===== src/rtl/irq_cond.sv =====
module irq_cond #(
  parameter int SYNC_STAGES  = 2,
  parameter int LOW_MIN      = 4,
  parameter int INTR_SAMPLES = 2,
  parameter int NMI_VEC      = 2,
  parameter int ACK_CYCLES   = 2
) (
  input  logic       clk,
  input  logic       rst_n,
  input  logic       cycle_start,
  input  logic       nmi_in,
  input  logic       intr_in,
  input  logic       if_flag,
  input  logic       instr_end,
  output logic       irq_take,
  output logic       irq_nmi,
  output logic       vec_internal,
  output logic [7:0] vec_num,
  output logic [1:0] ack_cycles,
  output logic       nmi_pending,
  output logic       intr_pending
);
  localparam int LW = $clog2(LOW_MIN + 1);
  localparam int IW = $clog2(INTR_SAMPLES + 1);

  logic [SYNC_STAGES-1:0] nmi_sh, intr_sh;
  logic          nmi_prev;
  logic [LW-1:0] low_run;
  logic [IW-1:0] act_run;

  wire nmi_s      = nmi_sh[SYNC_STAGES-1];
  wire intr_s     = intr_sh[SYNC_STAGES-1];
  wire nmi_edge   = nmi_s & ~nmi_prev & (low_run >= LW'(LOW_MIN));
  wire grant_nmi  = instr_end & nmi_pending;
  wire grant_intr = instr_end & ~nmi_pending & intr_pending;

  assign intr_pending = (act_run == IW'(INTR_SAMPLES)) & if_flag;

  always_ff @(posedge clk or negedge rst_n) begin
    if (!rst_n) begin
      nmi_sh   <= '0;
      intr_sh  <= '0;
      nmi_prev <= 1'b0;
      low_run  <= '0;
    end else begin
      nmi_sh   <= {nmi_sh[SYNC_STAGES-2:0], nmi_in};
      intr_sh  <= {intr_sh[SYNC_STAGES-2:0], intr_in};
      nmi_prev <= nmi_s;
      if (nmi_s)
        low_run <= '0;
      else if (low_run < LW'(LOW_MIN))
        low_run <= low_run + 1'b1;
    end
  end

  always_ff @(posedge clk or negedge rst_n) begin
    if (!rst_n)
      nmi_pending <= 1'b0;
    else if (nmi_edge)
      nmi_pending <= 1'b1;
    else if (grant_nmi)
      nmi_pending <= 1'b0;
  end

  always_ff @(posedge clk or negedge rst_n) begin
    if (!rst_n)
      act_run <= '0;
    else if (grant_intr)
      act_run <= '0;
    else if (cycle_start) begin
      if (!(intr_s & if_flag))
        act_run <= '0;
      else if (act_run < IW'(INTR_SAMPLES))
        act_run <= act_run + 1'b1;
    end
  end

  always_ff @(posedge clk or negedge rst_n) begin
    if (!rst_n) begin
      irq_take     <= 1'b0;
      irq_nmi      <= 1'b0;
      vec_internal <= 1'b0;
      vec_num      <= '0;
      ack_cycles   <= '0;
    end else begin
      irq_take     <= grant_nmi | grant_intr;
      irq_nmi      <= grant_nmi;
      vec_internal <= grant_nmi;
      vec_num      <= grant_nmi ? 8'(NMI_VEC) : 8'd0;
      ack_cycles   <= grant_intr ? 2'(ACK_CYCLES) : 2'd0;
    end
  end

  assert_take_at_boundary_R10: assert property (@(posedge clk) disable iff (!rst_n)
    irq_take |-> $past(instr_end));
  assert_nmi_grant_form_R5: assert property (@(posedge clk) disable iff (!rst_n)
    (irq_take && irq_nmi) |-> (vec_internal && vec_num == 8'(NMI_VEC) && ack_cycles == 2'd0));
  assert_intr_grant_form_R8: assert property (@(posedge clk) disable iff (!rst_n)
    (irq_take && !irq_nmi) |-> (!vec_internal && ack_cycles == 2'(ACK_CYCLES)));
  assert_intr_masked_R6: assert property (@(posedge clk) disable iff (!rst_n)
    (irq_take && !irq_nmi) |-> $past(if_flag));
  assert_nmi_first_R9: assert property (@(posedge clk) disable iff (!rst_n)
    (instr_end && nmi_pending) |=> (irq_take && irq_nmi));
  assert_nmi_held_R4: assert property (@(posedge clk) disable iff (!rst_n)
    (nmi_pending && !instr_end) |=> nmi_pending);
  assert_pulse_R10: assert property (@(posedge clk) disable iff (!rst_n)
    (irq_take && !$past(instr_end && (nmi_pending || intr_pending))) |-> 1'b0);
endmodule


===== config.mk =====
export PLATFORM = sky130hd
export DESIGN_NAME = irq_cond
export DESIGN_NICKNAME = d
export VERILOG_FILES = /design/src/rtl/irq_cond.sv
export SDC_FILE = /design/constraint.sdc
export NUM_CORES = 1
export LEC_CHECK = 0
export BUFFER_PORTS_ARGS = -buffer_cell sky130_fd_sc_hd__buf_2
export CORE_MARGIN = 5
export CORE_UTILIZATION = 25
export DETAILED_ROUTE_END_ITERATION = 10
export HOLD_SLACK_MARGIN = 0.02
export PLACE_DENSITY_LB_ADDON = 0.25
export SKIP_LAST_GASP = 1
export SLEW_MARGIN = 20
export SYNTH_ARGS = -nofsm -noshare
export SYNTH_HDL_FRONTEND = slang
export SYNTH_SLANG_ARGS = --single-unit

===== constraint.sdc =====
create_clock -name clk -period 1.7 [get_ports clk]
set_input_delay 0.17 -clock clk [delete_from_list [all_inputs] [get_ports clk]]
set_output_delay 0.17 -clock clk [all_outputs]
set_load 0.005 [all_outputs]

==> flow_metrics.env <==
export IMPL_antenna_found_initial=0
export IMPL_r2r_start="act_run[0]"
export IMPL_postCtsSetupRepairBufs=0
export IMPL_grt_overflow_total=0
export IMPL_fmax_mhz=764
export IMPL_cellPowerDensity_mw_per_mm2=1050
export IMPL_cts_root_buf="clkbuf_4"
export IMPL_cp_cell_sequence="ha_1 > and2_1 > buf_2"
export IMPL_multi_input_area_sq_um=170
export IMPL_synth_xor_xnor_area_share_pct=3.02
export IMPL_cts_clk_slew_worst_paths_ns=0.07
export IMPL_synth_cells=50
export IMPL_rr_worst_depth=5
export IMPL_drc_errors=0
export IMPL_maxSlewViolCount=0
export IMPL_die_h_microns=58.2
export IMPL_cts_tree="yes"
export IMPL_cts_inserted_buffers=3
export IMPL_grtUsageMet3_pct=4.45
export IMPL_ys_seq_area_share_pct=60.3
export IMPL_initial_core_util_pct=26.2
export IMPL_synth_area_per_cell_sq_um=11.6
export IMPL_crit_family="flip-flops"
export IMPL_regArea_sq_um=350
export IMPL_design_core_area_sq_mm=0.00221
export IMPL_r2r_end="act_run[0]"
export IMPL_vias=350
export IMPL_hold_depth=2
export IMPL_min_period_ns=1.31
export IMPL_drive_gt1_share_pct=24.2
export IMPL_hold_viol=0
export IMPL_grt_max_degree=15
export IMPL_grt_pass1_wl_microns=1420
export IMPL_synth_seq_cells=14
export IMPL_nFillCells=231
export IMPL_htree_levels=1
export IMPL_viasPerCell=3.72
export IMPL_cap_violations=0
export IMPL_synth_top_family_by_area="buffers and inverters"
export IMPL_grt_pass1_vias=336
export IMPL_min_to="nmi_pending"
export IMPL_finalSetupTns_ns=0
export IMPL_fin_worst_skew_ns=0.00151
export IMPL_period_share_pct=77.0
export IMPL_required_ns=1.53
export IMPL_dieArea_sq_mm=0.00339
export IMPL_rows=17
export IMPL_critPathArrivalTime_ns=1.14
export IMPL_clk_insertion_delay_late_ns=0.27
export IMPL_met1_usage_pct=6.97
export IMPL_place_hpwl_microns=656
export IMPL_fin_nets=77
export IMPL_muxShareOfSynthArea_pct=1.72
export IMPL_gp_routability_congestion=0.691
export IMPL_grtUsageMet2_pct=7.58
export IMPL_max_stage_delay_ns=0.41
export IMPL_final_util_pct=30.9
export IMPL_ys_warnings_count=0
export IMPL_postCtsHoldBufs=3
export IMPL_p_leak_nw=0.371
export IMPL_wl_per_cell_microns=8.71
export IMPL_synth_distinct_cells=18
export IMPL_whs_ns=0.0899
export IMPL_ir_worst_vdd_v=0.000487
export IMPL_clockBufferDepth=2
export IMPL_rsz0062_at_grt="no"
export IMPL_start_kind="flip-flop"
export IMPL_cp_max_fo=3
export IMPL_setup_viol=0
export IMPL_path_class="reg2out"
export IMPL_grt_usage_pct=5.59
export IMPL_ant_nets=0
export IMPL_rrSetupSlack_ns=0.58
export IMPL_status="finished, final reports clean"
export IMPL_power_total_mw=0.717
export IMPL_port_buffers=13
export IMPL_synth_compound_area_share_pct=3.23
export IMPL_critPathCaptureType="output port"
export IMPL_crit_slowest_cell="dfrtp_1"
export IMPL_ios=22
export IMPL_busiest_layer="met2"
export IMPL_syn_area_sq_um=581
export IMPL_hp_class="in2reg"
export IMPL_first_iter_violations=0
export IMPL_path_depth=3
export IMPL_area_growth_synth_to_final_pct=17.9
export IMPL_synth_fa_ha_area_share_pct=4.31
export IMPL_drt_total_wl_microns=819
export IMPL_min_delay_start="instr_end"
export IMPL_diodes=0
export IMPL_synth_simple_gate_area_share_pct=11.9
export IMPL_clkSinkCount=14
export IMPL_cp_num_buf_inv=1
export IMPL_die_width_microns=58.2
export IMPL_drt_first_pass_iters=1
export IMPL_ctsResizeCount=0
==> Yosys cell counts <==
master      n  area share [%]
and2b_1     1             1.3
nand3_1     1            0.86
conb_1      1            0.65
ha_1        2             4.3
o2bb2ai_1   1             1.5
o21ai_1     1            0.86
nand2b_1    1             1.1
nor2_1      7             4.5
xor2_1      1             1.5
inv_1       3             1.9
and2_1      2             2.2
mux2i_1     1             1.7
dfrtp_1    14              60
nand2_1     1            0.65
xnor2_1     1             1.5
a21oi_1     1            0.86
buf_4      10              13
nand3b_1    1             1.3
==> area by class of cell <==
| class | instances | share of cell area, % |
|---|---|---|
| Sequential cell | 14 | 51.2 |
| Clock buffer | 3 | 3.29 |
| Timing Repair Buffer | 16 | 13.9 |
| Tap cell | 28 | 5.12 |
| Multi-Input combinational cell | 30 | 24.9 |
| Inverter | 3 | 1.65 |
==> per-layer routing <==
| layer | wire length, microns | vias up | share of wire, % |
|---|---|---|---|
| met5 | 0 | - | 0 |
| met4 | 0 | 0 | 0 |
| met3 | 117 | 0 | 14 |
| met2 | 332 | 18 | 41 |
| met1 | 369 | 160 | 45 |
| li1 | - | 172 | - |
==> state kept, by name (all words and copies together) (netlist names) <==
signal       flops
nmi_sh           2
vec_num          1
act_run          2
low_run          3
nmi_prev         1
intr_sh          2
irq_take         1
ack_cycles       1
nmi_pending      1
==> cells in the final DEF, fill, tap and decap left out, types with 2 or more instances in the layout <==
master / Yosys / layout
conb_1: 1 / 8
inv_1: 3 / 3
nor2_1: 7 / 7
clkbuf_4: 0 / 3
and2_1: 2 / 2
dfrtp_1: 14 / 14
dlygate4sd3_1: 0 / 3
ha_1: 2 / 2
buf_2: 0 / 13
==> worst register-to-register path, cell delays in order (launching register included) <==
cell and delay, ns:
dfrtp_1 0.39, inv_1 0.06, ha_1 0.15, nand3_1 0.12
o2bb2ai_1 0.21, nor2_1 0.07
==> cells by family (layout without fill, tap and decap cells) <==
family	Yosys count	count (layout)
flops	14	14
other cells	1	8
mux	1	1
fa+ha+maj	2	2
buf+inv	13	22
compound gates	3	3
xor+xnor	2	2
simple gates	14	14
==> stage by stage <==
stage / area [sq um] / worst slack [ns] / cells
2_1_floorplan: 607 / 0.682 / 57
3_3_place_gp: 632 / 0.617 / 88
3_5_place_dp: 632 / 0.580 / 88
4_1_cts: 684 / 0.371 / 94
5_1_grt: 684 / 0.305 / 94
6_report: 684 / 0.391 / 94
==> how the worst max path moves through the flow <==
stage / end / slack (ns) / startpoint
after floorplan: act_run[0] / 0.68 / act_run[0]
after global placement: act_run[0] / 0.62 / act_run[0]
after detailed placement: act_run[0] / 0.58 / act_run[0]
after CTS: intr_pending / 0.37 / act_run[0]
after global routing: intr_pending / 0.30 / act_run[0]
final: intr_pending / 0.39 / act_run[1]
==> power by group <==
group | internal, mW | switching [mW] | leakage (nW)
sequential | 0.378 | 0.0289 | 0.179
combinational | 0.0717 | 0.0665 | 0.178
clock | 0.0819 | 0.0903 | 0.0138
total | 0.531 | 0.186 | 0.371
(Power assumes the default switching activity.)
